## src/rtl/uart_tx_pkg.sv

```systemverilog
package uart_tx_pkg;
  typedef enum logic [2:0] {
    S_IDLE,
    S_START,
    S_DATA,
    S_PAR,
    S_STOP
  } tx_state_t;
endpackage

```

## src/rtl/uart_txq.sv

```systemverilog
module uart_txq #(
  parameter int DEPTH = 16,
  parameter int W     = 8
) (
  input  logic                         clk,
  input  logic                         rst,
  input  logic                         flush,
  input  logic                         push,
  input  logic [W-1:0]                 push_data,
  input  logic                         pop,
  output logic [W-1:0]                 head,
  output logic [$clog2(DEPTH+1)-1:0]   count,
  output logic                         empty
);
  localparam int AW = $clog2(DEPTH);
  localparam int CW = $clog2(DEPTH+1);

  logic [W-1:0]  mem [DEPTH];
  logic [AW-1:0] wr_ptr, rd_ptr;
  logic          do_push, do_pop;

  assign empty   = (count == '0);
  assign do_push = push && !flush && (count != CW'(DEPTH));
  assign do_pop  = pop && !flush && !empty;
  assign head    = mem[rd_ptr];

  // storage without reset so it maps onto RAM
  always_ff @(posedge clk) begin
    if (do_push) mem[wr_ptr] <= push_data;
  end

  always_ff @(posedge clk) begin
    if (rst || flush) begin
      wr_ptr <= '0;
      rd_ptr <= '0;
      count  <= '0;
    end else begin
      if (do_push) wr_ptr <= (wr_ptr == AW'(DEPTH-1)) ? '0 : wr_ptr + 1'b1;
      if (do_pop)  rd_ptr <= (rd_ptr == AW'(DEPTH-1)) ? '0 : rd_ptr + 1'b1;
      case ({do_push, do_pop})
        2'b10:   count <= count + 1'b1;
        2'b01:   count <= count - 1'b1;
        default: count <= count;
      endcase
    end
  end


  fill_bound_chk: assert property (@(posedge clk) disable iff (rst)
    count <= CW'(DEPTH));


  full_drop_chk: assert property (@(posedge clk) disable iff (rst)
    (push && !pop && !flush && count == CW'(DEPTH)) |=> $stable(count));


  flush_clear_chk: assert property (@(posedge clk) disable iff (rst)
    flush |=> (count == '0));
endmodule

```

## src/rtl/uart_baudgen.sv

```systemverilog
module uart_baudgen #(
  parameter int DIV_W = 16
) (
  input  logic             clk,
  input  logic             rst,
  input  logic             en,
  input  logic [DIV_W-1:0] div,
  output logic             tick
);
  logic [DIV_W-1:0] cnt;

  always_ff @(posedge clk) begin
    if (rst || !en) begin
      cnt  <= '0;
      tick <= 1'b0;
    end else if (cnt == '0) begin
      cnt  <= div;
      tick <= 1'b1;
    end else begin
      cnt  <= cnt - 1'b1;
      tick <= 1'b0;
    end
  end
endmodule

```

## src/rtl/uart_tx_shifter.sv

```systemverilog
module uart_tx_shifter
  import uart_tx_pkg::*;
#(
  parameter int W  = 8,
  parameter int OS = 16
) (
  input  logic         clk,
  input  logic         rst,
  input  logic         tick,
  input  logic         tx_en,
  input  logic         abort,
  input  logic         two_stop,
  input  logic         par_en,
  input  logic         par_odd,
  input  logic         brk,
  input  logic         avail,
  input  logic [W-1:0] head,
  output logic         pop,
  output logic         busy,
  output logic         txd
);
  localparam int OSW = $clog2(OS);
  localparam int BW  = (W > 1) ? $clog2(W) : 1;

  tx_state_t      state;
  logic [OSW-1:0] os_cnt;
  logic [BW-1:0]  bit_idx;
  logic [W-1:0]   shreg;
  logic           par_bit;
  logic           stop_idx;
  logic           line_bit;
  logic           load;

  assign load = tx_en && avail && !abort && (state == S_IDLE);
  assign pop  = load;
  assign busy = (state != S_IDLE);

  always_comb begin
    case (state)
      S_START: line_bit = 1'b0;
      S_DATA:  line_bit = shreg[0];
      S_PAR:   line_bit = par_bit;
      default: line_bit = 1'b1;
    endcase
  end

  always_ff @(posedge clk) begin
    if (rst) begin
      state    <= S_IDLE;
      os_cnt   <= '0;
      bit_idx  <= '0;
      shreg    <= '0;
      par_bit  <= 1'b0;
      stop_idx <= 1'b0;
      txd      <= 1'b1;
    end else begin
      txd <= brk ? 1'b0 : line_bit;
      if (abort) begin
        state  <= S_IDLE;
        os_cnt <= '0;
      end else if (load) begin
        shreg    <= head;
        par_bit  <= (^head) ^ par_odd;
        state    <= S_START;
        os_cnt   <= '0;
        bit_idx  <= '0;
        stop_idx <= 1'b0;
      end else if (tick && state != S_IDLE) begin
        if (os_cnt == OSW'(OS-1)) begin
          os_cnt <= '0;
          case (state)
            S_START: state <= S_DATA;
            S_DATA: begin
              shreg <= shreg >> 1;
              if (bit_idx == BW'(W-1)) begin
                bit_idx <= '0;
                state   <= par_en ? S_PAR : S_STOP;
              end else begin
                bit_idx <= bit_idx + 1'b1;
              end
            end
            S_PAR: state <= S_STOP;
            S_STOP: begin
              if (two_stop && !stop_idx) stop_idx <= 1'b1;
              else                       state    <= S_IDLE;
            end
            default: state <= S_IDLE;
          endcase
        end else begin
          os_cnt <= os_cnt + 1'b1;
        end
      end
    end
  end


  brk_low_chk: assert property (@(posedge clk) disable iff (rst)
    brk |=> !txd);


  hold_idle_chk: assert property (@(posedge clk) disable iff (rst)
    (state == S_IDLE && !tx_en) |=> (state == S_IDLE));
endmodule

```

## src/rtl/uart_tx_path.sv

```systemverilog
module uart_tx_path #(
  parameter int DEPTH  = 16,
  parameter int DATA_W = 8,
  parameter int DIV_W  = 16,
  parameter int OS     = 16,
  localparam int CW    = $clog2(DEPTH+1)
) (
  input  logic              clk,
  input  logic              rst,
  input  logic              wr_en,
  input  logic [DATA_W-1:0] wr_data,
  input  logic              tx_en,
  input  logic              baud_en,
  input  logic [DIV_W-1:0]  baud_div,
  input  logic              two_stop,
  input  logic              par_en,
  input  logic              par_odd,
  input  logic              brk,
  input  logic              fifo_flush,
  input  logic [CW-1:0]     tx_thresh,
  input  logic              mask_empty,
  input  logic              mask_below,
  output logic [CW-1:0]     fill_level,
  output logic              st_empty,
  output logic              st_below,
  output logic              irq,
  output logic              txd
);
  logic              tick, pop, busy, q_empty;
  logic [DATA_W-1:0] head;
  logic              empty_nx, below_nx;

  uart_txq #(.DEPTH(DEPTH), .W(DATA_W)) u_q (
    .clk(clk), .rst(rst), .flush(fifo_flush), .push(wr_en),
    .push_data(wr_data), .pop(pop), .head(head),
    .count(fill_level), .empty(q_empty)
  );

  uart_baudgen #(.DIV_W(DIV_W)) u_baud (
    .clk(clk), .rst(rst), .en(baud_en), .div(baud_div), .tick(tick)
  );

  uart_tx_shifter #(.W(DATA_W), .OS(OS)) u_sh (
    .clk(clk), .rst(rst), .tick(tick), .tx_en(tx_en), .abort(fifo_flush),
    .two_stop(two_stop), .par_en(par_en), .par_odd(par_odd), .brk(brk),
    .avail(!q_empty), .head(head), .pop(pop), .busy(busy), .txd(txd)
  );

  assign empty_nx = q_empty && !busy;
  assign below_nx = (fill_level < tx_thresh);

  always_ff @(posedge clk) begin
    if (rst) begin
      st_empty <= 1'b1;
      st_below <= 1'b0;
      irq      <= 1'b0;
    end else begin
      st_empty <= empty_nx;
      st_below <= below_nx;
      irq      <= (empty_nx && mask_empty) || (below_nx && mask_below);
    end
  end


  empty_flag_chk: assert property (@(posedge clk) disable iff (rst)
    ($past(busy) || $past(fill_level) != '0) |-> !st_empty);
endmodule

```

## config.mk

```make
export PLATFORM = sky130hd
export DESIGN_NAME = uart_tx_path
export DESIGN_NICKNAME = d
export VERILOG_FILES = /design/src/rtl/uart_tx_pkg.sv /design/src/rtl/uart_txq.sv /design/src/rtl/uart_baudgen.sv /design/src/rtl/uart_tx_shifter.sv /design/src/rtl/uart_tx_path.sv
export SDC_FILE = /design/constraint.sdc
export NUM_CORES = 1
export LEC_CHECK = 0
export BUFFER_PORTS_ARGS = -buffer_cell sky130_fd_sc_hd__buf_2
export CORE_MARGIN = 3
export CORE_UTILIZATION = 49
export DETAILED_ROUTE_END_ITERATION = 12
export MAX_ROUTING_LAYER = met4
export PLACE_DENSITY = 0.76
export RECOVER_POWER = 25
export SYNTH_ARGS = -nofsm -noshare
export SYNTH_HDL_FRONTEND = slang
export SYNTH_HIERARCHICAL = 1
export SYNTH_SLANG_ARGS = --single-unit
export TNS_END_PERCENT = 20
```

## constraint.sdc

```tcl
create_clock -name clk -period 3.2 [get_ports clk]
set_clock_uncertainty 0.15 [all_clocks]
set_input_delay 0.32 -clock clk [delete_from_list [all_inputs] [get_ports clk]]
set_output_delay 0.32 -clock clk [all_outputs]
set_load 0.005 [all_outputs]
```

==> flow_summary.toml, run 1 <==
[global_route]
track_usage_pct = 20.2
grt_pass1_vias = 5210
met2_usage_pct = 32.9
use_met1_pct = 25.4
use_met3_pct = 3.95
grt_most_used_layer = "met2"
grt_overflow = 0
grt_pass1_wl_mm = 27.4
number_of_antenna_violations_at_the_first_check_in_global_routing = 0
grt_max_degree = 33

[clock_tree]
cts-htree-levels = 4
cts_tree = "done"
cts_inserted_buffers = 17
clk_pin_slew_ns = 0.07
tritoncts_sinks = 186
clock_insertion_delay_worst_skew_ns = 0.45
largest_buffer_count_on_any_clock_path = 2
ctsRootBufferMaster = "sky130_fd_sc_hd__clkbuf_16"

[route]
drt-total-wl_mm = 17.0
avgRoutedWirePerCell_um = 19.0
detail_route.first_pass.iterations = 5
drt-vias-per-instance = 5.74
routed-via-count = 5131
drt_drc_violations_left = 0
dr.first_iter.drc_count = 451
detail-route-antenna-nets = 0

[die]
initial_utilization_pct = 50.7
rows = 46
fp.coreArea_sq_um = 16100
die_width_um = 135
floorplan.die_area_sq_um = 18200
ioPinCount = 50
die_height_um = 135

[placement]
gp_congestion = 0.850
io_buffer_count = 49
postPlaceCellArea_sq_um = 8750
dp_cells = 852
dp_hpwl_mm = 11.0

[sta]
final_max_slew_viols = 0
number_of_hold_slack_violations_in_the_final_timing_report = 0
fin_crit_sh_pct = 95.8
totalNegativeSetupSlack_ns = 0
period_minus_slack_ns = 3.07
worst_hold_slack_ns = 0.0306
fmax_mhz = 326
worst_pin_slew_ns = 0.804
report.final.setup_viol = 0
slew_headroom_pct = 46.2

[cells_and_area]
layout.cell_area.non_filler_sq_um = 9500
stdcell_count = 894
area_delta_synth_final_pct = 16.6
layout-drive-gt1-share_pct = 24.9
num-nets-final = 724
insertedDiodeCount = 0

[logic_synthesis]
synth_top_area_cell = "sky130_fd_sc_hd__edfxtp_1"
dominantRegCellSynth = "sky130_fd_sc_hd__edfxtp_1"
syn_area_per_cell_sq_um = 13.9
syn_inst = 588
seq_area_frac_synth_pct = 61.5
ys_async_sr_fraction_pct = 0
ys_top_cells_by_area = "sky130_fd_sc_hd__edfxtp_1 (47%), sky130_fd_sc_hd__dfxtp_1 (14%), sky130_fd_sc_hd__mux4_2 (8.8%)"
cell_area_after_synthesis_sq_um = 8140
edff_count_synth = 128
synth.net_count = 647
synth-seq-cells = 186
yosys.cell_types.count = 70
synthesis.yosys.warnings = 6
yosys.area.top_type_share_pct = 47.2

[run]
drv.max_cap_violation_count = 0

[pwr]
power_switching_share_pct = 28.3
netSwitchingPower_mw = 1.65
power.share.sequential_pct = 47.5
power_per_cell_area_nw_per_um2 = 613
static-leakage-power_nw = 3.26
power.share.combinational_pct = 15.6
totalPowerFinal_mw = 5.82
p_int_mw = 4.17
clock_power_share_pct = 36.9
vdd_drop_max_mv = 0.505

[setup_path]
cp_max_fo = 8
critical_path.startpoint_type = "register"
critPathRequiredTime_ns = 3.41
end_kind = "register"
timing.setup.critical_path_class = "reg -> reg"
critical_path_data_arrival_time_ns = 3.27

[hold_path]
hold_path.class = "in -> reg"

[outcome]
outcome = "completed"
## logic make-up (layout without fill, tap and decap cells)
logic type | after synthesis | in the layout | share of synthesized area (%)
AOI/OAI and AO/OA | 105 | 105 | 8.94
buffers and inverters | 46 | 136 | 2.87
muxes | 40 | 40 | 9.85
DFF | 186 | 186 | 61.5
and+or+nand+nor | 168 | 168 | 11.3
xor gates and xnor gates | 25 | 25 | 2.86
adders and majority gates | 18 | 18 | 2.77
## per-layer routing
metal	vias to the layer above	part of all wire, %	routed length (um)
met5	-	0	0
met4	0	1.9	317
met3	25	4.3	730
met2	135	50	8570
met1	2556	43	7400
li1	2415	-	-
## cells in the mapped netlist, types with 7 or more instances
library cell               count
sky130_fd_sc_hd__a22oi_1      16
sky130_fd_sc_hd__mux2i_1       7
sky130_fd_sc_hd__ha_1         18
sky130_fd_sc_hd__nand2_1      43
sky130_fd_sc_hd__xor2_1       14
sky130_fd_sc_hd__xnor2_1      10
sky130_fd_sc_hd__clkbuf_1      7
sky130_fd_sc_hd__o21ai_0      17
sky130_fd_sc_hd__dfxtp_1      58
sky130_fd_sc_hd__a211oi_1      8
sky130_fd_sc_hd__inv_1        16
sky130_fd_sc_hd__nand2b_1     10
sky130_fd_sc_hd__a21oi_1      30
sky130_fd_sc_hd__nand3_1       7
sky130_fd_sc_hd__edfxtp_1    128
sky130_fd_sc_hd__nor3_1       11
sky130_fd_sc_hd__buf_1         7
sky130_fd_sc_hd__nor2_1       45
sky130_fd_sc_hd__mux4_2       32
## final timing paths
path                            slack, ns  depth (start not counted)       endpoint    startpoint
worst max register to register       0.13                         15   u_q/count[2]  u_q/count[2]
worst max-delay path                 0.13                         15   u_q/count[2]  u_q/count[2]
worst min-delay path                 0.03                          3  u_baud/cnt[4]   baud_div[4]
worst min register to register       0.32                          2   u_sh/par_bit  u_sh/par_bit
## worst max-delay path: stages (launching register included)
cell,delay (ns)
sky130_fd_sc_hd__dfxtp_2,0.32
sky130_fd_sc_hd__or4_4,0.57
sky130_fd_sc_hd__nor2_4,0.12
sky130_fd_sc_hd__inv_1,0.06
sky130_fd_sc_hd__nand4_2,0.08
sky130_fd_sc_hd__inv_2,0.04
sky130_fd_sc_hd__nor2b_4,0.13
sky130_fd_sc_hd__o21ai_4,0.10
sky130_fd_sc_hd__inv_2,0.09
sky130_fd_sc_hd__ha_4,0.21
sky130_fd_sc_hd__xor2_2,0.18
sky130_fd_sc_hd__ha_2,0.21
sky130_fd_sc_hd__a21oi_1,0.16
sky130_fd_sc_hd__xor2_1,0.11
sky130_fd_sc_hd__or3_1,0.31
sky130_fd_sc_hd__a21oi_1,0.15
## state kept, by name, indices dropped and copies added (netlist names), named ones only
register,count
u_sh/txd,1
u_sh/os_cnt,4
st_empty,1
st_below,1
u_q/wr_ptr,4
u_sh/state,3
u_sh/stop_idx,1
u_sh/bit_idx,3
irq,1
u_sh/shreg,8
u_q/count,5
u_q/rd_ptr,4
u_baud/cnt,16
u_q/mem,128
u_baud/tick,1
u_sh/par_bit,1
## cell usage in the layout (no fill, tap or decap), types with 7 or more instances in the layout
cell type                       count
sky130_fd_sc_hd__clkbuf_16         17
sky130_fd_sc_hd__edfxtp_1         128
sky130_fd_sc_hd__nand2_1           43
sky130_fd_sc_hd__a211oi_1           7
sky130_fd_sc_hd__nand3_1            7
sky130_fd_sc_hd__a21oi_1           30
sky130_fd_sc_hd__mux4_2            32
sky130_fd_sc_hd__ha_1              15
sky130_fd_sc_hd__dlygate4sd3_1      9
sky130_fd_sc_hd__o21ai_0           16
sky130_fd_sc_hd__nand2b_1          10
sky130_fd_sc_hd__xnor2_1           10
sky130_fd_sc_hd__buf_4             27
sky130_fd_sc_hd__nor3_1            11
sky130_fd_sc_hd__buf_2             43
sky130_fd_sc_hd__xor2_1            13
sky130_fd_sc_hd__mux2i_1            7
sky130_fd_sc_hd__inv_1             15
sky130_fd_sc_hd__dfxtp_1           56
sky130_fd_sc_hd__a22oi_1           16
sky130_fd_sc_hd__nor2_1            44
## layout make-up
class / count / area [sq um]
clock buffers: 17 / 425
clock inverters: 15 / 191
fillers: 1227 / 6560
inverters: 17 / 63.8
multi-input cells: 356 / 2970
flip-flops and latches: 186 / 5010
well taps: 216 / 270
repair buffers: 87 / 571
## per-stage QoR
| stage | utilization, % | worst slack, ns |
|---|---|---|
| 6_report | 59.2 | 0.135 |
| 2_1_floorplan | - | -0.0324 |
| 3_3_place_gp | 54.5 | 0.224 |
| 5_1_grt | 59.2 | -0.0251 |
| 3_5_place_dp | 54.5 | 0.111 |
| 4_1_cts | 58.9 | 0.0827 |
## power by group through the flow
stage          Clock [mW]  Combinational [mW]  Sequential, mW
3_3_place_gp            0               0.838            2.81
2_1_floorplan           0               0.680            2.79
4_1_cts              2.20               0.907            2.76
6_report             2.15               0.911            2.77
3_5_place_dp            0               0.874            2.82
5_1_grt              2.29               0.999            2.78
## what timing repair did
item,CTS,global route
resized for setup,0,6
hold buffers,9,0
hold endpoints to repair,9,0
endpoints found under the setup margin,0,1
setup buffers,0,1
(Power assumes the default switching activity.)
==> run 2: changes to the inputs <==
--- a/config.mk
+++ b/config.mk
@@ -14,6 +14,5 @@
 export RECOVER_POWER = 25
 export SYNTH_ARGS = -nofsm -noshare
 export SYNTH_HDL_FRONTEND = slang
-export SYNTH_HIERARCHICAL = 1
 export SYNTH_SLANG_ARGS = --single-unit
 export TNS_END_PERCENT = 20
==> flow_summary.toml, run 2 <==
[logic_synthesis]
yosys.area.top_type_share_pct = 48.5
synthesis.yosys.warnings = 0
yosys.cell_count.top_type = "sky130_fd_sc_hd__edfxtp_1"
cell_area_after_synthesis_sq_um = 7920
synth_top_area_cell = "sky130_fd_sc_hd__edfxtp_1"
syn_inst = 563
syn_area_per_cell_sq_um = 14.1
ys_async_sr_fraction_pct = 0
synth-seq-cells = 186
synth.net_count = 621
dominantRegCellSynth = "sky130_fd_sc_hd__edfxtp_1"
seq_area_frac_synth_pct = 63.2
ys_top_cells_by_area = "sky130_fd_sc_hd__edfxtp_1 (49%), sky130_fd_sc_hd__dfxtp_1 (15%), sky130_fd_sc_hd__mux4_2 (6.3%)"
netlist_top_cells_count = "sky130_fd_sc_hd__edfxtp_1 (128), sky130_fd_sc_hd__nor2_1 (63), sky130_fd_sc_hd__dfxtp_1 (58)"
edff_count_synth = 128
yosys.cell_types.count = 52

[clock_tree]
tritoncts_sinks = 186
clk_pin_slew_ns = 0.07
cts-htree-levels = 4
cts_inserted_buffers = 17
ctsRootBufferMaster = "sky130_fd_sc_hd__clkbuf_16"
post-cts-setup-buffer-count = 0
largest_buffer_count_on_any_clock_path = 2
clock_insertion_delay_worst_skew_ns = 0.44
cts_tree = "done"

[die]
ioPinCount = 50
fp.coreArea_sq_um = 15500
rows = 45
initial_utilization_pct = 51.1
floorplan.die_area_sq_um = 17700
die_height_um = 133
die_width_um = 133

[hold_path]
hold_path.startpoint = "baud_div[11]"
hold_path.class = "in -> reg"

[cells_and_area]
layout_commonest_cell = "sky130_fd_sc_hd__edfxtp_1"
area_delta_synth_final_pct = 14.6
top_register = "u_q.mem"
largest_register_ff_count = 128
biggestRegsByFlops = "u_q.mem (128), u_baud.cnt (16), u_sh.shreg (8)"
layout-drive-gt1-share_pct = 19.6
insertedDiodeCount = 0
num-nets-final = 692
final_cell_mix = "sky130_fd_sc_hd__edfxtp_1 (128), sky130_fd_sc_hd__nor2_1 (63), sky130_fd_sc_hd__dfxtp_1 (57)"

[setup_path]
timing.setup.critical_path_class = "reg -> reg"
crit_path_max_cell_delay_ns = 0.58
crit_path_start = "u_q.count[0]"
worstReg2RegStart = "u_q.count[0]"
cp_max_fo = 5
end_kind = "register"
critical_path.slowest_cell = "sky130_fd_sc_hd__or4_1"
critical_path.startpoint_type = "register"
critical_path_data_arrival_time_ns = 3.19
worst_path_dominant_cell_family = "compound AO/OA/AOI/OAI gates"
cp.buffers_inverters = 1
crit_chain = "or4_1 -> o21a_1 -> nor2b_1 -> inv_2 -> ha_4 -> xor2_1 -> ha_1 -> a21oi_2 -> o22ai_1 -> a222oi_1 -> o21ai_0 -> a21oi_1"
critPathRequiredTime_ns = 3.42

[pwr]
power_per_cell_area_nw_per_um2 = 625
power.share.sequential_pct = 48.9
vdd_drop_max_mv = 0.553
power_switching_share_pct = 28.2
clock_power_share_pct = 34.9
p_int_mw = 4.07
static-leakage-power_nw = 3.13
netSwitchingPower_mw = 1.60
power.share.combinational_pct = 16.2

[global_route]
number_of_antenna_violations_at_the_first_check_in_global_routing = 0
grt_pass1_vias = 4780
grt_overflow = 0
grt_pass1_wl_mm = 24.8
track_usage_pct = 18.5
grt_max_degree = 33

[route]
routed-via-count = 4888
drt-total-wl_mm = 15.4
dr.first_iter.drc_count = 347
detail-route-antenna-nets = 0
drt-vias-per-instance = 5.70
avgRoutedWirePerCell_um = 17.9
detail_route.first_pass.iterations = 4
drt_drc_violations_left = 0

[sta]
number_of_hold_slack_violations_in_the_final_timing_report = 0
setup_ws_ns = 0.232
report.final.setup_viol = 0
fmax_mhz = 337
final_max_slew_viols = 0
period_minus_slack_ns = 2.97
fin_crit_sh_pct = 92.8
worst_pin_slew_ns = 0.844
totalNegativeSetupSlack_ns = 0
slew_headroom_pct = 43.5
setup_repair_after_global_routing_missed_its_margin = "false"

[placement]
io_buffer_count = 49
gp_congestion = 0.842
dp_worst_setup_slack_ns = 0.0384
dp_hpwl_mm = 10.4

[outcome]
outcome = "completed"

[run]
drv.max_cap_violation_count = 0
## run 2: cell types whose count changed in the layout (fill, tap and decap cells not counted), moves of 6 or more
cell,before,now
sky130_fd_sc_hd__buf_4,27,20
sky130_fd_sc_hd__mux4_2,32,22
sky130_fd_sc_hd__a22oi_1,16,7
sky130_fd_sc_hd__mux4_1,0,14
sky130_fd_sc_hd__a21oi_1,30,24
sky130_fd_sc_hd__a211oi_1,7,14
sky130_fd_sc_hd__nand3_1,7,19
sky130_fd_sc_hd__nor2_1,44,63
## run 2: worst paths after layout
check	slack, ns	to	cells after the start
max reg2reg	0.23	u_q.count[4]	12
min reg2reg	0.31	u_sh.bit_idx[2]	2
min	0.02	u_baud.cnt[11]	3
max	0.23	u_q.count[4]	12
## run 2: cells by family (layout without fill, tap and decap cells)
group | Yosys count | after routing | share of synthesized area, %
flops | 186 | 186 | 63.2
simple gates | 179 | 179 | 10.4
compound gates | 82 | 82 | 6.75
buf+inv | 39 | 123 | 2.78
mux | 38 | 38 | 11.2
xor+xnor | 22 | 22 | 3.05
fa+ha+maj | 17 | 17 | 2.69
## run 2: layout make-up
cell class,count,area (sq um)
fill,1155,6410
sequential,186,5010
multi-input combinational,338,2710
timing repair buffer,77,485
clock buffer,17,425
tap,211,264
clock inverter,15,131
inverter,14,52.6
## run 2: routing by layer
layer  global-route usage (%)  part of all wire [%]  up-vias
li1                         -                     -     2299
met1                     23.6                    44     2406
met2                     28.8                    49      146
met3                     4.72                   5.3       37
met4                     7.31                   2.4        0
met5                        -                     0        -
## run 2: repair_timing
item / CTS / global route
endpoints found under the hold margin: 5 / 0
resized for setup: 0 / 4
endpoints found under the setup margin: 0 / 1
hold buffers: 6 / 0
## run 2: tightest hold or removal path: stages
cell and delay [ns]:
sky130_fd_sc_hd__buf_2 0.10, sky130_fd_sc_hd__nor2_1 0.09, sky130_fd_sc_hd__a211oi_1 0.05
## run 2: through the flow
step	total power [mW]	cell area [sq um]	instances	hold slack, ns	util [%]
2_1_floorplan	3.53	7920	563	0.269	-
3_3_place_gp	3.68	8450	820	0.293	54.6
3_5_place_dp	3.74	8450	820	0.302	54.6
4_1_cts	5.72	9070	858	0.00215	58.6
5_1_grt	5.94	9080	858	0.0256	58.6
6_report	5.67	9080	858	0.0201	58.6
## run 2: power by group through the flow
stage | combinational, mW | sequential [mW] | clock (mW)
finish | 0.917 | 2.78 | 1.98
CTS | 0.924 | 2.77 | 2.03
floorplan | 0.731 | 2.80 | 0
detailed placement | 0.916 | 2.82 | 0
global route | 1.03 | 2.79 | 2.12
global placement | 0.865 | 2.82 | 0
